## src/rtl/dmaag_pkg.sv

```systemverilog
package dmaag_pkg;

    typedef enum logic [1:0] {
        BSZ_1B   = 2'd0,
        BSZ_2B   = 2'd1,
        BSZ_4B   = 2'd2,
        BSZ_RSVD = 2'd3
    } beat_size_e;

    typedef enum logic {
        PH_IDLE = 1'b0,
        PH_RUN  = 1'b1
    } phase_e;

    localparam int unsigned SIDES    = 2;
    localparam int unsigned SIDE_SRC = 0;
    localparam int unsigned SIDE_DST = 1;

    typedef struct packed {
        logic inc;
        logic strided;
    } lane_mode_t;

    function automatic logic [1:0] size_log2(beat_size_e sz);
        case (sz)
            BSZ_1B:  return 2'd0;
            BSZ_2B:  return 2'd1;
            BSZ_4B:  return 2'd2;
            default: return 2'd0;
        endcase
    endfunction

    function automatic logic size_legal(beat_size_e sz);
        return sz != BSZ_RSVD;
    endfunction

endpackage

```

## src/rtl/dmaag_stride.sv

```systemverilog
module dmaag_stride
    import dmaag_pkg::*;
#(
    parameter int unsigned ADDR_W = 32,
    parameter int unsigned CNT_W  = 16,
    parameter int unsigned STEP_W = 3
) (
    input  logic [ADDR_W-1:0] end_addr,
    input  logic [CNT_W-1:0]  count,
    input  lane_mode_t        mode,
    input  logic [1:0]        bytes_log2,
    input  logic [STEP_W-1:0] step_log2,
    output logic [ADDR_W-1:0] first_addr,
    output logic [ADDR_W-1:0] step_bytes
);
    localparam int unsigned SH_W = STEP_W + 3;

    logic [SH_W-1:0]   shamt;
    logic [ADDR_W-1:0] span;

    always_comb begin
        shamt = SH_W'(bytes_log2) + (mode.strided ? SH_W'(step_log2) : SH_W'(0));
        span  = ADDR_W'(count) << shamt;
        if (mode.inc) begin
            step_bytes = ADDR_W'(1) << shamt;
            first_addr = end_addr - span;
        end else begin
            step_bytes = '0;
            first_addr = end_addr;
        end
    end
endmodule

```

## src/rtl/dmaag_lane.sv

```systemverilog
module dmaag_lane #(
    parameter int unsigned ADDR_W = 32
) (
    input  logic              clk,
    input  logic              rst,
    input  logic              load,
    input  logic              adv,
    input  logic [ADDR_W-1:0] first_addr,
    input  logic [ADDR_W-1:0] step_bytes,
    output logic [ADDR_W-1:0] addr
);
    logic [ADDR_W-1:0] addr_q;
    logic [ADDR_W-1:0] step_q;

    always_ff @(posedge clk) begin
        if (rst) begin
            addr_q <= '0;
            step_q <= '0;
        end else if (load) begin
            addr_q <= first_addr;
            step_q <= step_bytes;
        end else if (adv) begin
            addr_q <= addr_q + step_q;
        end
    end

    assign addr = addr_q;
endmodule

```

## src/rtl/dmaag_seq.sv

```systemverilog
module dmaag_seq
    import dmaag_pkg::*;
#(
    parameter int unsigned CNT_W = 16
) (
    input  logic             clk,
    input  logic             rst,
    input  logic             start,
    input  logic [CNT_W-1:0] count,
    input  logic             cfg_ok,
    input  logic             ready,
    output logic             valid,
    output logic             load,
    output logic             adv,
    output logic             done,
    output logic             err
);
    phase_e           phase_q;
    logic [CNT_W-1:0] left_q;
    logic             done_q;
    logic             err_q;
    logic             accept;
    logic             last;

    always_comb begin
        valid  = (phase_q == PH_RUN);
        accept = valid && ready;
        last   = (left_q == CNT_W'(1));
        load   = (phase_q == PH_IDLE) && start && cfg_ok && (count != '0);
        adv    = accept && !last;
    end

    always_ff @(posedge clk) begin
        if (rst) begin
            phase_q <= PH_IDLE;
            left_q  <= '0;
            done_q  <= 1'b0;
            err_q   <= 1'b0;
        end else begin
            done_q <= 1'b0;
            err_q  <= 1'b0;
            case (phase_q)
                PH_IDLE: begin
                    if (start) begin
                        if (!cfg_ok) begin
                            err_q <= 1'b1;
                        end else if (count == '0) begin
                            done_q <= 1'b1;
                        end else begin
                            left_q  <= count;
                            phase_q <= PH_RUN;
                        end
                    end
                end
                PH_RUN: begin
                    if (accept) begin
                        if (last) begin
                            phase_q <= PH_IDLE;
                            done_q  <= 1'b1;
                        end
                        left_q <= left_q - CNT_W'(1);
                    end
                end
                default: phase_q <= PH_IDLE;
            endcase
        end
    end

    assign done = done_q;
    assign err  = err_q;
endmodule

```

## src/rtl/dma_addr_gen.sv

```systemverilog
module dma_addr_gen
    import dmaag_pkg::*;
#(
    parameter int unsigned ADDR_W = 32,
    parameter int unsigned CNT_W  = 16,
    parameter int unsigned STEP_W = 3
) (
    input  logic              clk,
    input  logic              rst,
    input  logic              start_i,
    input  logic [ADDR_W-1:0] src_end_i,
    input  logic [ADDR_W-1:0] dst_end_i,
    input  logic [CNT_W-1:0]  count_i,
    input  logic [1:0]        beat_size_i,
    input  logic              src_inc_i,
    input  logic              dst_inc_i,
    input  logic              step_sel_i,
    input  logic [STEP_W-1:0] step_size_i,
    output logic              beat_valid_o,
    input  logic              beat_ready_i,
    output logic [ADDR_W-1:0] src_addr_o,
    output logic [ADDR_W-1:0] dst_addr_o,
    output logic              done_o,
    output logic              cfg_err_o
);
    beat_size_e                   bsz;
    logic [1:0]                   bytes_log2;
    logic                         cfg_ok;
    logic                         load;
    logic                         adv;
    lane_mode_t [SIDES-1:0]       mode;
    logic [SIDES-1:0][ADDR_W-1:0] end_a;
    logic [SIDES-1:0][ADDR_W-1:0] first_a;
    logic [SIDES-1:0][ADDR_W-1:0] step_a;
    logic [SIDES-1:0][ADDR_W-1:0] addr_a;

    always_comb begin
        bsz        = beat_size_e'(beat_size_i);
        bytes_log2 = size_log2(bsz);
        cfg_ok     = size_legal(bsz);
        mode[SIDE_SRC] = '{inc: src_inc_i, strided: step_sel_i};
        mode[SIDE_DST] = '{inc: dst_inc_i, strided: !step_sel_i};
        end_a[SIDE_SRC] = src_end_i;
        end_a[SIDE_DST] = dst_end_i;
    end

    dmaag_seq #(.CNT_W(CNT_W)) u_seq (
        .clk    (clk),
        .rst    (rst),
        .start  (start_i),
        .count  (count_i),
        .cfg_ok (cfg_ok),
        .ready  (beat_ready_i),
        .valid  (beat_valid_o),
        .load   (load),
        .adv    (adv),
        .done   (done_o),
        .err    (cfg_err_o)
    );

    for (genvar s = 0; s < SIDES; s++) begin : g_side
        dmaag_stride #(
            .ADDR_W (ADDR_W),
            .CNT_W  (CNT_W),
            .STEP_W (STEP_W)
        ) u_stride (
            .end_addr   (end_a[s]),
            .count      (count_i),
            .mode       (mode[s]),
            .bytes_log2 (bytes_log2),
            .step_log2  (step_size_i),
            .first_addr (first_a[s]),
            .step_bytes (step_a[s])
        );

        dmaag_lane #(.ADDR_W(ADDR_W)) u_lane (
            .clk        (clk),
            .rst        (rst),
            .load       (load),
            .adv        (adv),
            .first_addr (first_a[s]),
            .step_bytes (step_a[s]),
            .addr       (addr_a[s])
        );
    end

    assign src_addr_o = addr_a[SIDE_SRC];
    assign dst_addr_o = addr_a[SIDE_DST];
endmodule

```

## config.mk

```make
export PLATFORM = sky130hd
export DESIGN_NAME = dma_addr_gen
export DESIGN_NICKNAME = d
export VERILOG_FILES = /design/src/rtl/dmaag_pkg.sv /design/src/rtl/dmaag_stride.sv /design/src/rtl/dmaag_lane.sv /design/src/rtl/dmaag_seq.sv /design/src/rtl/dma_addr_gen.sv
export SDC_FILE = /design/constraint.sdc
export NUM_CORES = 1
export LEC_CHECK = 0
export ABC_AREA = 1
export ABC_CLOCK_PERIOD_IN_PS = 5200
export BUFFER_PORTS_ARGS = -buffer_cell sky130_fd_sc_hd__buf_2
export CAP_MARGIN = 15
export CORE_UTILIZATION = 33
export CTS_CLUSTER_DIAMETER = 30
export DETAILED_ROUTE_END_ITERATION = 10
export GPL_ROUTABILITY_DRIVEN = 0
export GPL_TIMING_DRIVEN = 0
export SETUP_SLACK_MARGIN = 0.05
export SYNTH_ARGS = -nofsm -noshare
export SYNTH_HDL_FRONTEND = slang
export SYNTH_SLANG_ARGS = --single-unit
```

## constraint.sdc

```tcl
create_clock -name clk -period 5.2 [get_ports clk]
set_input_delay 0.52 -clock clk [delete_from_list [all_inputs] [get_ports clk]]
set_output_delay 0.52 -clock clk [all_outputs]
set_load 0.1 [all_outputs]
```

==> summary.md, run 1 <==
| Metric | Value |
|---|---|
| DR pass1 iterations | `6` |
| Cts bufs inserted | `17` |
| Asr flop ratio synth | `0%` |
| Commonest non-fill, non-tap cell in the layout | `nand2_1` |
| Status | `finished clean` |
| Synth unique cells | `51` |
| Crit-path most repeated cell | `nand2_1` |
| Die extent in y | `219.1 µm` |
| Worst slew margin | `35.71%` |
| Period utilization | `84.68%` |
| Synth top area cells | `nand2_1 (24%), dfxtp_1 (15%), inv_1 (11%)` |
| RSZ-0062 raised after global routing | `no` |
| WP data arrival | `4.74 ns` |
| CP endpoint kind | `flip-flop` |
| I/O Buffers | `154` |
| Top cell type's share of synthesized area | `24.16%` |
| Post-DP HPWL | `55.20 mm` |
| Vias post-DR | `19,060` |
| Buf+Inv Stages, Crit Path | `8` |
| CTS root buffer | `clkbuf_16` |
| H-tree Lvls | `4` |
| Vias per inst | `5.155` |
| Vias in the first global route | `17,370` |
| Nets@finish | `3,275` |
| Core area | `46,560 µm²` |
| Met3 WL | `6.260 mm` |
| Leakage | `around 9.6 nW` |
| Initial DRC Count | `1,863` |
| Fin. Hold Viols | `0` |
| Area Overhead vs Synth | `14.01%` |
| Hold Crit Class | `in2reg` |
| Row cnt | `approximately 80` |
| Drt drc | `0` |
| Max Cap Viol | `0` |
| Clock sink count | `115` |
| Antenna violations before repair | `0` |
| Startpoint types | `input port` |
| Share of layout cells above drive strength 1 | `8.962%` |
| CP peak stage delay | `0.39 ns` |
| Post-CTS Setup Bufs | `0` |
| Met1 wire length | `between 20 and 30 mm` |
| DR WL/cell | `17.95 µm` |
| Die area | `48,000 µm²` |
| Worst slew pin tran | `0.9643 ns` |
| Achievable frequency | `227.1 MHz` |
| Placed cell areas | `around 17,000 µm²` |
| Clock tree buffer depth | `2` |
| Final setup vio count | `0` |
| Multi-input logic area | `roughly 11,000 µm²` |
| Slew Limit Fails | `0` |
| Peak supply drop | `0.2149 mV` |
| Tmin final | `~4.4 ns` |
| Area occupied by registers | `roughly 2300 µm²` |
| Largest net degree at the start of global routing | `17` |
| Clock-pin slew on the worst setup and hold paths | `~0.060 ns` |
| Adder-cell share of the synthesized area | `under 10%` |
| Yosys reg bits | `115` |
| Final instance area | `17,730 µm²` |
| Mux cell area share after synthesis | `0.5149%` |
| WL final | `approximately 66 mm` |
| Post-synth EDFFs | `0` |
| Initial Util | `33.41%` |
| Post-Syn Instances | `2,906` |
| Die width | `219.1 µm` |
| Slowest cell on the critical path | `clkbuf_1` |
| Fin Clk Skew | `0.01433 ns` |
| Setup Crit Path Kind | `in2reg` |
| Global-route wire length before repair | `98.77 mm` |
| # fillers | `5,316` |
| IO Count | `~160` |
| Skew-Pair Late Insertion Delay | `0.44 ns` |
| TritonCTS clock tree | `built` |
| ANT cells | `0` |
| Grt total ovfl | `0` |
| Synth Warn # | `0` |
| Hold Buf Count CTS | `0` |
| Syn nets | `3,102` |
| WL met2 | `29.19 mm` |
| Most frequent cells in the layout | `nand2_1 (1,001), inv_1 (454), nor2_1 (252)` |
| ANT nets after route | `0` |
| Post-synthesis compound-gate area fraction | `15.58%` |
| Post-synth top flop | `dfxtp_1` |
| Power Density | `approximately 270 nW/µm²` |
| Highest routed layer | `met4` |
| Largest family of logic cells by synthesized area | `simple AND/OR/NAND/NOR gates` |
| Req. time, crit path | `5.54 ns` |
| Xor and xnor area share after synthesis | `2.655%` |
| Syn Area/Cell | `about 5.4 µm²` |
| Worst path top cell family by delay | `simple AND/OR/NAND/NOR gates` |
| Global Route Usage Sum | `roughly 27%` |
| Cell taking the most area after synthesis | `nand2_1` |
| Cts repair resizes | `0` |
| CP Max Fanout | `10` |
| Sequential cell area fraction in the yosys report | `14.80%` |
| Synth Area in Simple Gates | `43.74%` |
| Final TNS setup | `0 ns` |
| Mapped cell area | `15,550 µm²` |
==> worst paths after layout <==
kind | from | end | slack [ns] | cells after the start
worst min register to register | g_side[1].u_lane.step_q[7]$_SDFFE_PP0P_ | g_side[1].u_lane.step_q[7]$_SDFFE_PP0P_ | 0.47 | 2
worst max-delay path | step_size_i[1] | g_side[1].u_lane.addr[28]$_SDFFE_PP0P_ | 0.80 | 26
worst max register to register | u_seq.valid$_SDFF_PP0_ | g_side[1].u_lane.addr[11]$_SDFFE_PP0P_ | 2.43 | 8
worst min-delay path | start_i | u_seq.err$_SDFF_PP0_ | 0.35 | 3
==> tightest hold or removal path: cells and delay by family <==
| kind | cells | cell delay [ns] |
|---|---|---|
| buffers and inverters | 1 | 0.10 |
| AND/OR/NAND/NOR | 2 | 0.12 |
==> report_power, final <==
part	leakage [nW]	switching, mW	total, mW	internal, mW
combinational	8.35	1.75	2.40	0.643
clock	0.323	0.448	1.33	0.882
sequential	0.944	0.0970	1.05	0.955
total	9.62	2.30	4.78	2.48
==> layout make-up <==
| class | count | share of cell area [%] |
|---|---|---|
| flip-flops and latches | 115 | 12.98 |
| well taps | 607 | 4.283 |
| repair buffers | 154 | 4.347 |
| plain buffers | 92 | 2.561 |
| clock buffers | 21 | 2.653 |
| multi-input cells | 2234 | 62.32 |
| clock inverters | 10 | 1.009 |
| inverters | 465 | 9.843 |
==> synthesized netlist by cell type, types with 9 or more instances <==
master	count
buf_2	29
xor2_1	30
nand2_1	1001
nand4_1	35
inv_1	454
nor2_1	252
a21oi_1	172
nand3_1	238
nor3_1	31
nor3_2	12
or2_2	9
a31oi_1	12
clkbuf_1	48
ha_1	100
o21bai_1	12
inv_2	10
xnor2_1	14
o21ai_1	31
o211ai_1	11
dfxtp_1	115
o21ai_0	196
==> state kept, by name (all words and copies together), names as in the netlist <==
register / flops
g_side.u_lane.addr: 64
g_side.u_lane.step_q: 32
u_seq.left_q: 16
u_seq.done: 1
u_seq.err: 1
u_seq.valid: 1
==> per-stage QoR <==
stage	power (mW)	std cells	utilization [%]	worst slack [ns]	hold slack, ns
after global placement	3.410	3667	36.69	0.5085	0.4527
after detailed placement	3.414	3667	36.69	0.4882	0.4595
after global routing	5.049	3698	38.09	0.4740	0.3600
after floorplan	2.758	2906	-	1.509	0.4436
after CTS	4.740	3698	38.09	0.9272	0.3363
final	4.779	3698	38.09	0.7967	0.3485
==> routing by layer <==
metal	up-vias	track usage, %
met2	818	44.48
li1	9604	-
met3	146	6.362
met4	0	14.00
met5	-	0
met1	8496	33.83
==> cell families after synthesis <==
group,Yosys count
xor+xnor,45
simple gates,1621
buf+inv,557
compound gates,456
fa+ha+maj,104
mux,8
flops,115
Note: power is estimated with default switching activity, not from simulation.
==> inputs of run 2 (changes only) <==
- ABC_CLOCK_PERIOD_IN_PS: 5200 -> 4590
- clock period: 5.2 -> 4.59 ns (I/O delays scaled with it)
==> run 2 against run 1 <==
Compared with the run above: sequential power grew 13%; register-to-register slack got worse by 0.59 ns; first-iteration DRC count up 3.1%; die area is the same; non-clock buffer count did not move; critical path type unchanged.
==> summary.md, run 2 (synthesis results as in run 1) <==
| Metric | Value |
|---|---|
| Status | `finished clean` |
| Setup Crit Path Kind | `in2reg` |
| Post-Place Worst Slack | `-0.06082 ns (-0.5490 ns)` |
| IO Count | `159 (unchanged)` |
| Area occupied by registers | `2302 µm² (unchanged)` |
| Final setup vio count | `0 (unchanged)` |
| Leakage | `9.626 nW (about the same)` |
| Worst path top cell family by delay | `simple AND/OR/NAND/NOR gates` |
| Final TNS setup | `0 ns (unchanged)` |
| Multi-input logic area | `11,050 µm² (unchanged)` |
| Skew-Pair Late Insertion Delay | `0.44 ns (about the same)` |
| End of the critical path | `g_side[0].u_lane.addr[31]$_SDFFE_PP0P_` |
| Vias post-DR | `19,190 (+0.66%)` |
| Largest net degree at the start of global routing | `17 (unchanged)` |
| Drt drc | `0 (unchanged)` |
| Hold Buf Count CTS | `0 (unchanged)` |
| Req. time, crit path | `4.92 ns (-0.62 ns)` |
| Worst slew margin | `33.61% (-2.1 points)` |
| Finished Layout Cells | `3,699 (+0.027%)` |
| Clock tree buffer depth | `2 (unchanged)` |
| Vias in the first global route | `17,370 (unchanged)` |
| Core area | `46,560 µm² (unchanged)` |
| Slew Limit Fails | `0 (unchanged)` |
| WL final | `66.50 mm (+0.19%)` |
| CP Max Fanout | `10 (unchanged)` |
| Clock sink count | `115 (unchanged)` |
| Antenna violations before repair | `0 (unchanged)` |
| Crit-path most repeated cell | `nand2_1` |
| I/O Buffers | `154 (unchanged)` |
| Placed cell areas | `17,080 µm² (unchanged)` |
| WP data arrival | `4.64 ns (-0.10 ns)` |
| Tmin final | `4.303 ns` |
| Placed Instances | `3,667 (unchanged)` |
| CP Cell Sequence | `buf_2 -> inv_2 -> nor3_4 -> nor2_1 -> ha_1 -> clkbuf_1 -> clkbuf_1 -> mux2i_1 -> mux2i_1 -> o21ai_0 -> ha_1 -> nand2_1 -> nor2_1 -> nand2_1 -> nor2_1 -> nand2_1 -> nand3_1 -> nand2_1 -> nand2_1 -> nand2_1 -> nand3_1 -> nand3_1 -> nand2_1 -> inv_1` |
| Global Route Usage Sum | `27.47% (unchanged)` |
| Setup ws final | `0.2866 ns (-0.5101 ns)` |
| R2r setup slk | `1.84 ns (-0.59 ns)` |
| Worst slew pin tran | `0.9958 ns (+0.03152 ns)` |
| Achievable frequency | `232.4 MHz` |
| H-tree Lvls | `4 (unchanged)` |
| Worst reg-to-reg path cell count | `8 (unchanged)` |
| DR WL/cell | `17.98 µm (+0.16%)` |
| Hold Crit Class | `in2reg` |
| Post-layout util | `38.10% (about the same)` |
| Vias per inst | `5.188 (+0.63%)` |
| R2R Path End | `g_side[1].u_lane.addr[11]$_SDFFE_PP0P_` |
| Peak supply drop | `0.2424 mV (+13%)` |
| Post-DP HPWL | `55.20 mm (unchanged)` |
| Max Cap Viol | `0 (unchanged)` |
| Area Overhead vs Synth | `14.05% (about the same)` |
| Slowest cell on the critical path | `clkbuf_1` |
| Grt total ovfl | `0 (unchanged)` |
| Final instance area | `17,740 µm² (about the same)` |
| TritonCTS clock tree | `built` |
| Worst Hold Slack | `0.2847 ns (-0.06384 ns)` |
| Global-route wire length before repair | `98.77 mm (unchanged)` |
| RSZ-0062 raised after global routing | `yes` |
| Row cnt | `79 (unchanged)` |
| Initial DRC Count | `1,920 (+3.1%)` |
| Tot Pwr | `5.418 mW (+13%)` |
| Fin. Hold Viols | `0 (unchanged)` |
| Power Density | `305.4 nW/µm² (+13%)` |
| DR pass1 iterations | `6 (unchanged)` |
| Clock-pin slew on the worst setup and hold paths | `0.06 ns (about the same)` |
| Most frequent cells in the layout | `nand2_1 (1,001), inv_1 (454), nor2_1 (252)` |
| Startpoint types | `input port` |
| Fin Clk Skew | `0.01197 ns (-0.002360 ns)` |
| ANT nets after route | `0 (unchanged)` |
| # fillers | `5,315 (-0.019%)` |
| CTS root buffer | `clkbuf_16` |
| Die area | `48,000 µm² (unchanged)` |
| Period utilization | `93.76%` |
| Buf+Inv Stages, Crit Path | `5 (-3)` |
| CP endpoint kind | `flip-flop` |
| Nets@finish | `3,275 (unchanged)` |
| Share of layout cells above drive strength 1 | `9.059% (+0.097 points)` |
| Crit path depth | `24 (-7.7%)` |
| Die extent in y | `219.1 µm (unchanged)` |
| Cts bufs inserted | `17 (unchanged)` |
| Die width | `219.1 µm (unchanged)` |
| Post-CTS Setup Bufs | `0 (unchanged)` |
| Commonest non-fill, non-tap cell in the layout | `nand2_1` |
| Crit. Startpoint | `step_sel_i` |
| Initial Util | `33.41% (unchanged)` |
| Largest register FFs | `64 (unchanged)` |
| CP peak stage delay | `0.51 ns (+0.12 ns)` |
| Worst r2r src | `u_seq.valid$_SDFF_PP0_` |
## run 2: cell count changes in the layout (fill, tap and decap cells not counted), sizes merged
cell,before,now
diode,0,1
## run 2: final cells by class
type                            count  share of cell area [%]
Timing Repair Buffer              154                   4.345
Buffer                             92                   2.582
Tap cell                          607                   4.282
Clock buffer                       21                   2.652
Inverter                          465                   9.840
Multi-Input combinational cell   2234                   62.30
Antenna cell                        1                 0.01411
Sequential cell                   115                   12.98
Clock inverter                     10                   1.009
## run 2: timing repair
item	CTS	global route
hold endpoints to repair	0	0
resized for setup	0	9
endpoints found under the setup margin	0	9
## run 2: where the power goes
group | internal [mW] | switching, mW | leakage [nW] | total [mW]
sequential | 1.08 | 0.110 | 0.944 | 1.19
clock | 0.999 | 0.508 | 0.323 | 1.51
combinational | 0.729 | 1.99 | 8.36 | 2.72
## run 2: how the worst min path moves through the flow
stage                                              from                            end  slack, ns  depth (start not counted)
final                                           start_i           u_seq.err$_SDFF_PP0_       0.28                          3
after global routing                            start_i           u_seq.err$_SDFF_PP0_       0.30                          3
after CTS                                       start_i           u_seq.err$_SDFF_PP0_       0.28                          3
after detailed placement  u_seq.left_q[12]$_SDFFE_PP0P_  u_seq.left_q[12]$_SDFFE_PP0P_       0.46                          2
after global placement    u_seq.left_q[13]$_SDFFE_PP0P_  u_seq.left_q[13]$_SDFFE_PP0P_       0.45                          2
after floorplan           u_seq.left_q[12]$_SDFFE_PP0P_  u_seq.left_q[12]$_SDFFE_PP0P_       0.44                          2
## run 2: layer usage
metal / vias up / share of wire [%] / wire (µm) / GRT usage, %
met3: 143 / 9.5 / 6308 / 6.362
met2: 872 / 44 / 29260 / 44.48
li1: 9598 / - / - / -
met1: 8576 / 41 / 27370 / 33.83
met5: - / 0 / 0 / 0
met4: 0 / 5.4 / 3561 / 14.00
## run 2: worst reg2reg max path, delay by kind of cell (launching register included)
| kind | cells | cell delay (ns) |
|---|---|---|
| flops | 1 | 0.39 |
| compound gates | 2 | 0.55 |
| buf+inv | 3 | 0.95 |
| simple gates | 3 | 0.77 |
